[src/rtl/dmx_pkg.sv]
// Shared types of the DMA map translator: sequencer states and outcome kinds.
package dmx_pkg;
    typedef enum logic [1:0] {
        ST_IDLE   = 2'd0,
        ST_FETCH  = 2'd1,
        ST_CHECK  = 2'd2,
        ST_RESULT = 2'd3
    } dmx_state_e;

    typedef enum logic [1:0] {
        RK_OK   = 2'd0,
        RK_MERR = 2'd1,
        RK_SERR = 2'd2
    } dmx_kind_e;
endpackage

[src/rtl/dmx_entry_addr.sv]
// Forms the byte address of a bus page's table entry and tells whether it
// lies inside existing memory. Assumes MAP_ENTRIES is a power of two.
module dmx_entry_addr #(
    parameter int          BUS_AW      = 22,
    parameter int          PA_W        = 32,
    parameter int          PAGE_SHIFT  = 9,
    parameter int          MAP_ENTRIES = 8192,
    parameter int unsigned MEM_BYTES   = 1048576
) (
    input  logic [BUS_AW-PAGE_SHIFT-1:0] bus_page,
    input  logic [PA_W-1:0]              map_base,
    output logic [PA_W-1:0]              entry_addr,
    output logic                         entry_exists
);
    localparam int              BPG_W     = BUS_AW - PAGE_SHIFT;
    localparam logic [PA_W-1:0] IDX_MASK  = PA_W'(MAP_ENTRIES * 4 - 1);
    localparam logic [PA_W:0]   MEM_LIMIT = (PA_W+1)'(MEM_BYTES);

    logic [PA_W-1:0] scaled_idx;

    // Scale page number to a byte index, clip to table size, add base.
    always_comb begin
        scaled_idx   = PA_W'({bus_page, 2'b00}) & IDX_MASK;
        entry_addr   = scaled_idx + map_base;
        entry_exists = ({1'b0, entry_addr} < MEM_LIMIT);
    end

    logic unused_w;
    assign unused_w = (BPG_W == 0);
endmodule

[src/rtl/dmx_entry_check.sv]
// Judges a fetched table entry: valid bit, then range of the translated
// address. Pure combinational; the sequencer registers the outcome.
module dmx_entry_check
    import dmx_pkg::*;
#(
    parameter int          PA_W       = 32,
    parameter int          PAGE_SHIFT = 9,
    parameter int          ENTRY_W    = 32,
    parameter int          EPG_W      = 20,
    parameter int unsigned MEM_BYTES  = 1048576
) (
    input  logic [ENTRY_W-1:0]         entry,
    input  logic [PAGE_SHIFT-1:0]      offset,
    output dmx_kind_e                  kind,
    output logic [PA_W-1:0]            phys,
    output logic [PA_W-PAGE_SHIFT-1:0] spage
);
    localparam int            VALID_BIT = ENTRY_W - 1;
    localparam logic [PA_W:0] MEM_LIMIT = (PA_W+1)'(MEM_BYTES);

    // Build the candidate address and classify the entry.
    always_comb begin
        phys  = PA_W'({entry[EPG_W-1:0], offset});
        spage = phys[PA_W-1:PAGE_SHIFT];
        if (!entry[VALID_BIT])
            kind = RK_MERR;
        else if ({1'b0, phys} >= MEM_LIMIT)
            kind = RK_SERR;
        else
            kind = RK_OK;
    end
endmodule

[src/rtl/dmx_page_hold.sv]
// Holds the last successful translation so that continuation requests
// inside the same bus page skip the table read. Cleared by any failure.
module dmx_page_hold #(
    parameter int PA_W       = 32,
    parameter int PAGE_SHIFT = 9,
    parameter int BPG_W      = 13,
    parameter int EPG_W      = 20
) (
    input  logic                  clk,
    input  logic                  rst_n,
    input  logic                  cont,
    input  logic [BPG_W-1:0]      bus_page_in,
    input  logic [PAGE_SHIFT-1:0] offset_in,
    input  logic                  upd_en,
    input  logic                  upd_ok,
    input  logic [BPG_W-1:0]      upd_bpage,
    input  logic [EPG_W-1:0]      upd_mpage,
    output logic                  hit,
    output logic [PA_W-1:0]       held_phys
);
    logic             valid_q;
    logic [BPG_W-1:0] bpage_q;
    logic [EPG_W-1:0] mpage_q;

    // Record a translation outcome: keep on success, drop on failure.
    always_ff @(posedge clk) begin
        if (!rst_n) begin
            valid_q <= 1'b0;
            bpage_q <= '0;
            mpage_q <= '0;
        end else if (upd_en) begin
            valid_q <= upd_ok;
            if (upd_ok) begin
                bpage_q <= upd_bpage;
                mpage_q <= upd_mpage;
            end
        end
    end

    // Reuse only mid-page within the same bus page; offset 0 is a crossing.
    always_comb begin
        hit       = cont && valid_q && (offset_in != '0) && (bus_page_in == bpage_q);
        held_phys = PA_W'({mpage_q, offset_in});
    end
endmodule

[src/rtl/dmx_seq.sv]
// Request sequencer: idle, entry fetch, entry check, one-cycle result.
// Assumes mem_valid is only meaningful while mem_req is high.
module dmx_seq
    import dmx_pkg::*;
#(
    parameter int BUS_AW     = 22,
    parameter int PA_W       = 32,
    parameter int PAGE_SHIFT = 9,
    parameter int ENTRY_W    = 32
) (
    input  logic                         clk,
    input  logic                         rst_n,
    input  logic                         start,
    input  logic [BUS_AW-1:0]            bus_addr,
    input  logic                         hit,
    input  logic [PA_W-1:0]              held_phys,
    input  logic [PA_W-1:0]              entry_addr,
    input  logic                         entry_exists,
    input  logic                         mem_valid,
    input  logic [ENTRY_W-1:0]           mem_data,
    input  dmx_kind_e                    chk_kind,
    input  logic [PA_W-1:0]              chk_phys,
    input  logic [PA_W-PAGE_SHIFT-1:0]   chk_spage,
    output logic [BUS_AW-1:0]            bus_q,
    output logic [ENTRY_W-1:0]           ent_q,
    output logic                         mem_req,
    output logic [PA_W-1:0]              mem_addr,
    output logic                         done,
    output logic                         ok,
    output logic [PA_W-1:0]              phys_addr,
    output logic                         merr_stb,
    output logic [BUS_AW-PAGE_SHIFT-1:0] merr_page,
    output logic                         serr_stb,
    output logic [PA_W-PAGE_SHIFT-1:0]   serr_page,
    output logic                         upd_en,
    output logic                         upd_ok
);
    dmx_state_e                 state_q;
    dmx_kind_e                  res_kind_q;
    logic [PA_W-1:0]            res_phys_q;
    logic [PA_W-PAGE_SHIFT-1:0] res_spage_q;
    logic [PA_W-1:0]            addr_q;

    // Advance the request through its phases and capture the outcome.
    always_ff @(posedge clk) begin
        if (!rst_n) begin
            state_q     <= ST_IDLE;
            res_kind_q  <= RK_OK;
            res_phys_q  <= '0;
            res_spage_q <= '0;
            addr_q      <= '0;
            bus_q       <= '0;
            ent_q       <= '0;
        end else begin
            unique case (state_q)
                ST_IDLE: begin
                    if (start) begin
                        bus_q <= bus_addr;
                        if (hit) begin
                            res_kind_q <= RK_OK;
                            res_phys_q <= held_phys;
                            state_q    <= ST_RESULT;
                        end else if (!entry_exists) begin
                            res_kind_q  <= RK_SERR;
                            res_spage_q <= '0;
                            state_q     <= ST_RESULT;
                        end else begin
                            addr_q  <= entry_addr;
                            state_q <= ST_FETCH;
                        end
                    end
                end
                ST_FETCH: begin
                    if (mem_valid) begin
                        ent_q   <= mem_data;
                        state_q <= ST_CHECK;
                    end
                end
                ST_CHECK: begin
                    res_kind_q  <= chk_kind;
                    res_phys_q  <= chk_phys;
                    res_spage_q <= chk_spage;
                    state_q     <= ST_RESULT;
                end
                default: state_q <= ST_IDLE;
            endcase
        end
    end

    // Tell the page hold when an outcome is final and whether it succeeded.
    always_comb begin
        upd_en = (state_q == ST_CHECK) ||
                 ((state_q == ST_IDLE) && start && !hit && !entry_exists);
        upd_ok = (state_q == ST_CHECK) && (chk_kind == RK_OK);
    end

    // Drive the memory port and the result pulses.
    always_comb begin
        mem_req   = (state_q == ST_FETCH);
        mem_addr  = addr_q;
        done      = (state_q == ST_RESULT);
        ok        = done && (res_kind_q == RK_OK);
        merr_stb  = done && (res_kind_q == RK_MERR);
        serr_stb  = done && (res_kind_q == RK_SERR);
        phys_addr = res_phys_q;
        merr_page = bus_q[BUS_AW-1:PAGE_SHIFT];
        serr_page = res_spage_q;
    end
endmodule

[src/rtl/dmx_map_xlate.sv]
// DMA address map translator top. Looks up a per-page entry in a memory
// resident table at map_base and returns a physical address or an error.
// Assumes one outstanding entry read and a memory that answers it.
module dmx_map_xlate
    import dmx_pkg::*;
#(
    parameter int          BUS_AW      = 22,
    parameter int          PA_W        = 32,
    parameter int          PAGE_SHIFT  = 9,
    parameter int          MAP_ENTRIES = 8192,
    parameter int unsigned MEM_BYTES   = 1048576
) (
    input  logic                         clk,
    input  logic                         rst_n,
    input  logic                         start,
    input  logic                         cont,
    input  logic [BUS_AW-1:0]            bus_addr,
    input  logic [PA_W-1:0]              map_base,
    output logic                         mem_req,
    output logic [PA_W-1:0]              mem_addr,
    input  logic                         mem_valid,
    input  logic [31:0]                  mem_data,
    output logic                         done,
    output logic                         ok,
    output logic [PA_W-1:0]              phys_addr,
    output logic                         merr_stb,
    output logic [BUS_AW-PAGE_SHIFT-1:0] merr_page,
    output logic                         serr_stb,
    output logic [PA_W-PAGE_SHIFT-1:0]   serr_page
);
    localparam int ENTRY_W = 32;
    localparam int EPG_W   = 20;
    localparam int BPG_W   = BUS_AW - PAGE_SHIFT;

    logic [PA_W-1:0]            entry_addr;
    logic                       entry_exists;
    logic                       hit;
    logic [PA_W-1:0]            held_phys;
    logic [BUS_AW-1:0]          bus_q;
    logic [ENTRY_W-1:0]         ent_q;
    dmx_kind_e                  chk_kind;
    logic [PA_W-1:0]            chk_phys;
    logic [PA_W-PAGE_SHIFT-1:0] chk_spage;
    logic                       upd_en;
    logic                       upd_ok;

    dmx_entry_addr #(
        .BUS_AW(BUS_AW), .PA_W(PA_W), .PAGE_SHIFT(PAGE_SHIFT),
        .MAP_ENTRIES(MAP_ENTRIES), .MEM_BYTES(MEM_BYTES)
    ) u_eaddr (
        .bus_page    (bus_addr[BUS_AW-1:PAGE_SHIFT]),
        .map_base    (map_base),
        .entry_addr  (entry_addr),
        .entry_exists(entry_exists)
    );

    dmx_page_hold #(
        .PA_W(PA_W), .PAGE_SHIFT(PAGE_SHIFT), .BPG_W(BPG_W), .EPG_W(EPG_W)
    ) u_hold (
        .clk        (clk),
        .rst_n      (rst_n),
        .cont       (cont),
        .bus_page_in(bus_addr[BUS_AW-1:PAGE_SHIFT]),
        .offset_in  (bus_addr[PAGE_SHIFT-1:0]),
        .upd_en     (upd_en),
        .upd_ok     (upd_ok),
        .upd_bpage  (bus_q[BUS_AW-1:PAGE_SHIFT]),
        .upd_mpage  (ent_q[EPG_W-1:0]),
        .hit        (hit),
        .held_phys  (held_phys)
    );

    dmx_entry_check #(
        .PA_W(PA_W), .PAGE_SHIFT(PAGE_SHIFT), .ENTRY_W(ENTRY_W),
        .EPG_W(EPG_W), .MEM_BYTES(MEM_BYTES)
    ) u_check (
        .entry (ent_q),
        .offset(bus_q[PAGE_SHIFT-1:0]),
        .kind  (chk_kind),
        .phys  (chk_phys),
        .spage (chk_spage)
    );

    dmx_seq #(
        .BUS_AW(BUS_AW), .PA_W(PA_W), .PAGE_SHIFT(PAGE_SHIFT), .ENTRY_W(ENTRY_W)
    ) u_seq (
        .clk         (clk),
        .rst_n       (rst_n),
        .start       (start),
        .bus_addr    (bus_addr),
        .hit         (hit),
        .held_phys   (held_phys),
        .entry_addr  (entry_addr),
        .entry_exists(entry_exists),
        .mem_valid   (mem_valid),
        .mem_data    (mem_data),
        .chk_kind    (chk_kind),
        .chk_phys    (chk_phys),
        .chk_spage   (chk_spage),
        .bus_q       (bus_q),
        .ent_q       (ent_q),
        .mem_req     (mem_req),
        .mem_addr    (mem_addr),
        .done        (done),
        .ok          (ok),
        .phys_addr   (phys_addr),
        .merr_stb    (merr_stb),
        .merr_page   (merr_page),
        .serr_stb    (serr_stb),
        .serr_page   (serr_page),
        .upd_en      (upd_en),
        .upd_ok      (upd_ok)
    );
endmodule

[config.mk]
export PLATFORM = sky130hd
export DESIGN_NAME = dmx_map_xlate
export DESIGN_NICKNAME = d
export VERILOG_FILES = /design/src/rtl/dmx_pkg.sv /design/src/rtl/dmx_entry_addr.sv /design/src/rtl/dmx_entry_check.sv /design/src/rtl/dmx_page_hold.sv /design/src/rtl/dmx_seq.sv /design/src/rtl/dmx_map_xlate.sv
export SDC_FILE = /design/constraint.sdc
export NUM_CORES = 1
export LEC_CHECK = 0
export BUFFER_PORTS_ARGS = -buffer_cell sky130_fd_sc_hd__buf_4
export CORE_ASPECT_RATIO = 0.8
export CORE_MARGIN = 3
export CORE_UTILIZATION = 50
export CTS_BUF_LIST = sky130_fd_sc_hd__clkbuf_16
export DETAILED_ROUTE_END_ITERATION = 10
export PLACE_DENSITY = 0.86
export SLEW_MARGIN = 5
export SYNTH_ARGS = -nofsm -noshare
export SYNTH_HDL_FRONTEND = slang
export SYNTH_SLANG_ARGS = --single-unit
[constraint.sdc]
create_clock -name clk -period 4 [get_ports clk]
set_clock_uncertainty 0.2 [all_clocks]
set_input_delay 0.8 -clock clk [delete_from_list [all_inputs] [get_ports clk]]
set_output_delay 0.8 -clock clk [all_outputs]
set_load 0.01 [all_outputs]
Word level (Yosys, flattened, before mapping). Cells that the tools add are included.

Logic and storage cells: 70. Bits of input ports: 91. Bits in registers: 179.

Bitwise logic cells: 1. Add/sub/neg operators: 1. Reductions and logical operators: 26. Muxes and demuxes: 18. Equality and inequality tests: 12. Order comparisons: 2.

Operators with widths (number): two-way mux 23 bit (3); two-way mux 32 bit (2); one-hot mux 32 bit (2 select lines) (1); one-hot mux 23 bit (2 select lines) (1); adder 15 x 32 -> 32 bit (1); < comparator 32 x 21 -> 1 bit, second input constant (1); greater-or-equal comparator 29 x 21 -> 1 bit, second input constant (1); two-way mux 2 bit (9); equality test 13 bit (1); logical AND 1 bit (10); nonzero test 9 bit (1); AND reduction 2 bit (4); AND reduction 4 bit (2); equality test 2 bit, second input constant (3); logical NOT 2 bit (3); inequality test 2 bit, second input constant (3); one-hot mux 2 bit (3 select lines) (1); AND reduction 3 bit (2); equality test 2 x 1 -> 1 bit, second input constant (2); inequality test 2 x 1 -> 1 bit, second input constant (2); one-hot mux 2 bit (2 select lines) (1); inequality test 3 x 2 -> 1 bit, second input constant (1); logical NOT 1 bit (2); nonzero test 2 bit (1); 2 further kinds (2).

Logic depth before layout (Yosys ltp).
Depth in word-level cells: 8. Gate-level depth with buffers: 13.

Hierarchy. Synthesis repeated with hierarchy kept, for this count alone.

Cell total of the unflattened synthesis: 1089. Area, all modules: 9253.9 um2.

Modules (own cells, without submodules): dmx_seq (area an instance 6134.6 um2, sequential area each 2902.8 um2, cells each 685, instances 1); dmx_page_hold (area an instance 1517.7 um2, sequential area each 680.7 um2, cells each 182, instances 1); dmx_entry_addr (area an instance 1159.9 um2, sequential area each 0.0 um2, cells each 161, instances 1); dmx_entry_check (area an instance 441.7 um2, sequential area each 0.0 um2, cells each 61, instances 1).

Worst setup path before layout. Ideal clock, no wire load.

Path type: input -> register. Start point: in bus_addr[9]. End point: reg u_seq.addr_q[15] (netlist: u_seq.mem_addr[15]). Data arrival time: 3438 ps. Library setup time: 116 ps. Stages on the path: 13. Path slack: 246 ps. Cell sequence: ha_1 > fa_1 > a21o_1 > a221oi_1 > o21a_1 > nor2_1 > a41o_1 > nor4b_4 > and4b_1 > buf_6 > buf_12 > mux2i_1 > nor2b_1.

Longest elaborated chain between the ends: 4.

Ends and longest elaborated chain: start: declaration (RTL line dmx_map_xlate.sv:17) `input logic [BUS_AW-1:0] bus_addr,`; parallel branches: the longest is 4 deep, another holds adder 15 x 32 -> 32 bit; end signal: assignment (RTL line dmx_seq.sv:68) `addr_q <= entry_addr;`; end: declaration (RTL line dmx_seq.sv:42) `logic [PA_W-1:0] addr_q;`.

Parallel ways; which one is timed is not known. A chain may end at the register's enable or synchronous reset.

Worst setup path after layout.
Start point: in bus_addr[9]. End point: reg u_seq.addr_q[0] (netlist: u_seq.mem_addr[0]).

Longest elaborated chain between the ends: 4.

Ends and longest elaborated chain: parallel branches: the longest is 3 deep, another holds adder 15 x 32 -> 32 bit; AND reduction 4 bit (no line) (*).

Mark *: on every way between the ends.

==> reports/results.tsv <==
stage	metric	value	unit
critical_path	cp_common_cell	buf_4	
cells_and_area	areaGrowthSynthToFinish	27.7	%
power	irDropWorstVdd	0.000359	V
critical_path	worstPathMaxFanout	17	
floorplan	fp-row-count	40	
routing	routed_wl	21500	microns
routing	drtIter0Drc	543	
cells_and_area	diodes	0	
routing	firstDrtPassIters	6	
global_route	grt_pass1_vias	6410	
critical_path	required	4110	ps
sta	slew_headroom	38.3	%
power	finalPower	5.10	mW
cells_and_area	layout-drive-gt1-share	24.4	%
place	io_buffer_count	178	
power	cellPowerDensity	504	mW/mm^2
floorplan	start_util	51.9	%
power	p_leak	4.49	nW
routing	drtAntennaViolNets	0	
sta	holdWs	257	ps
critical_path	startpoint_type	input port	
floorplan	core	0.0153	sq mm
floorplan	die_x	147	microns
critical_path	crit_start	bus_addr[9]	
place	dp_hpwl	15900	microns
hold_path	hp-class	reg -> reg	
critical_path	crit_chain	buf_4 > ha_1 > fa_1 > a21o_1 > a221oi_1 > buf_4 > o21a_2 > nor2_1 > a41o_1 > nor4b_4 > and4b_2 > buf_12 > mux2i_1 > nor2b_1	
clock_tree	cts.hold.buffers_added	0	
clock_tree	clkSlewWorstSetupHoldPaths	70	ps
sta	fmaxAchievable	0.269	GHz
synthesis	synth_edf_count	0	
synthesis	synth.distinct_cells	58	
critical_path	critical_path_class	in -> reg	
synthesis	yosysSeqAreaShare	40.9	%
clock_tree	cts_tree	yes	
global_route	grt_max_degree	69	
synthesis	synth_cells	906	
global_route	grt.overflow.total	0	
routing	routedWlPerCell	16.6	microns
critical_path	reg2reg_from	u_seq.state_q[0]	
synthesis	synthesis.area	0.00792	sq mm
cells_and_area	layout_commonest_cell	buf_4	
cells_and_area	fin_nets	1185	
synthesis	synthFlopType	dfxtp_1	
clock_tree	worstSkewPairLatency	420	ps
clock_tree	htree_levels	4	
synthesis	synthArstFlopShare	0	%
sta	rsz0062_at_grt	false	
outcome	status	completed	
sta	drv_slew	0	
floorplan	fp.dieH	119	microns
place	post-place-ws	-268	ps
sta	hold_viol_final	0	
routing	route.detailed.drc	0	
clock_tree	cts_sinks	162	
floorplan	num_io_pins	196	
sta	setup_viol	0	
global_route	track_usage	24.6	%
critical_path	critical_path_arrival	3830	ps
sta	tightest_slew	923	ps
clock_tree	cts_inserted_buffers	17	
hold_path	min_from	u_seq.serr_page[12]	
floorplan	die-area	0.0174	sq mm
global_route	grt_pass1_wl	34800	microns
critical_path	slowest_delay	390	ps
clock_tree	root_buffer	clkbuf_16	
run	cap_violations	0	
critical_path	end_kind	flop	
synthesis	synth-seq-cells	162	
synthesis	avgSynthCellArea	8.74	sq um
sta	post-route-min-period	3720	ps
critical_path	slowest_stage	fa_1	
routing	vias_per_cell	5.31	
cells_and_area	layout_common_cells	buf_4 (219), nand2_1 (215), dfxtp_1 (162)	
synthesis	yosys_warnings	0	
place	gp_congestion	0.927	
sta	period_share	92.9	%
clock_tree	clk_path_buf_depth	2	
sta	finalWorstSetupSlack	282	ps
routing	via_count	6894	
global_route	antenna_found_initial	0	
==> synthesized netlist by cell type, drive strengths merged (15+ instances only) <==
cell type  count  area share (%)
dfxtp        162              41
and2          15             1.2
nor2          22             1.0
clkbuf        45             2.2
xnor2         17             1.9
nor2b         23             1.8
a21oi         15            0.95
mux2i         74             9.4
a21boi        68             6.4
buf           31             3.0
nand2        215              10
o211a         29             3.7
nand3         32             2.0
ha            17             2.7
==> critical path: cells and delay by family <==
kind	cells	cell delay (ps)
compound gates	4	900
fa+ha+maj	2	610
buf+inv	3	480
mux	1	230
simple gates	4	810
==> stage by stage <==
stage                     util (%)  cells  cell area [sq um]  setup TNS, ps
after global routing          66.3   1299              10100              0
after global placement        62.3   1266               9510          -7530
after detailed placement      62.3   1266               9510         -10140
after floorplan                  -    911               7940              0
final                         66.3   1299              10100              0
after CTS                     66.2   1298              10100              0
==> repair_timing <==
action,4_1_cts,5_1_grt
buffers inserted,0,1
resized for setup,0,3
hold endpoints to repair,0,0
endpoints found under the setup margin,0,26
==> per-layer routing <==
| layer | wire (microns) | share of wire, % | vias to the layer above | GRT usage, % |
|---|---|---|---|---|
| li1 | - | - | 3452 | - |
| met1 | 10600 | 49 | 3204 | 36.6 |
| met2 | 9100 | 42 | 216 | 34.9 |
| met3 | 1550 | 7.2 | 22 | 6.59 |
| met4 | 262 | 1.2 | 0 | 6.46 |
| met5 | 0 | 0 | - | 0 |
==> logic make-up after synthesis <==
family | synth area share [%]
xor gates and xnor gates | 3.43
adders and majority gates | 2.94
buffers and inverters | 5.81
DFF | 40.9
muxes | 9.35
AOI/OAI and AO/OA | 16.0
and+or+nand+nor | 21.5
other | 0.0473
==> power by group <==
| group | switching (mW) | internal [mW] |
|---|---|---|
| Clock | 0.707 | 0.937 |
| Sequential | 0.127 | 1.79 |
| Combinational | 0.862 | 0.671 |
==> final cells by class <==
class                      count  area [sq um]
inverter                      13          48.8
sequential                   162          3240
clock buffer                  17           425
multi-input combinational    660          4260
fill                        1272          5150
clock inverter                15           170
tap                          210           263
timing repair buffer         222          1700
==> registers in the layout (all words and copies together) (netlist names) <==
| signal | count |
|---|---|
| u_hold.valid_q | 1 |
| u_seq.serr_page | 20 |
| u_hold.bpage_q | 13 |
| u_hold.mpage_q | 20 |
| u_seq.res_kind_q | 2 |
| u_seq.mem_addr | 32 |
| u_seq.ent_q | 21 |
| u_seq.bus_q | 22 |
| u_seq.phys_addr | 29 |
| u_seq.state_q | 2 |
==> final timing paths <==
check,endpoint,slack [ps],cells after the start
worst min-delay path,u_seq.serr_page[12],260,2
worst min register to register,u_seq.serr_page[12],260,2
worst max register to register,u_seq.res_kind_q[1],1190,7
worst max-delay path,u_seq.mem_addr[0],280,14
Note: power is estimated with default switching activity, not from simulation.
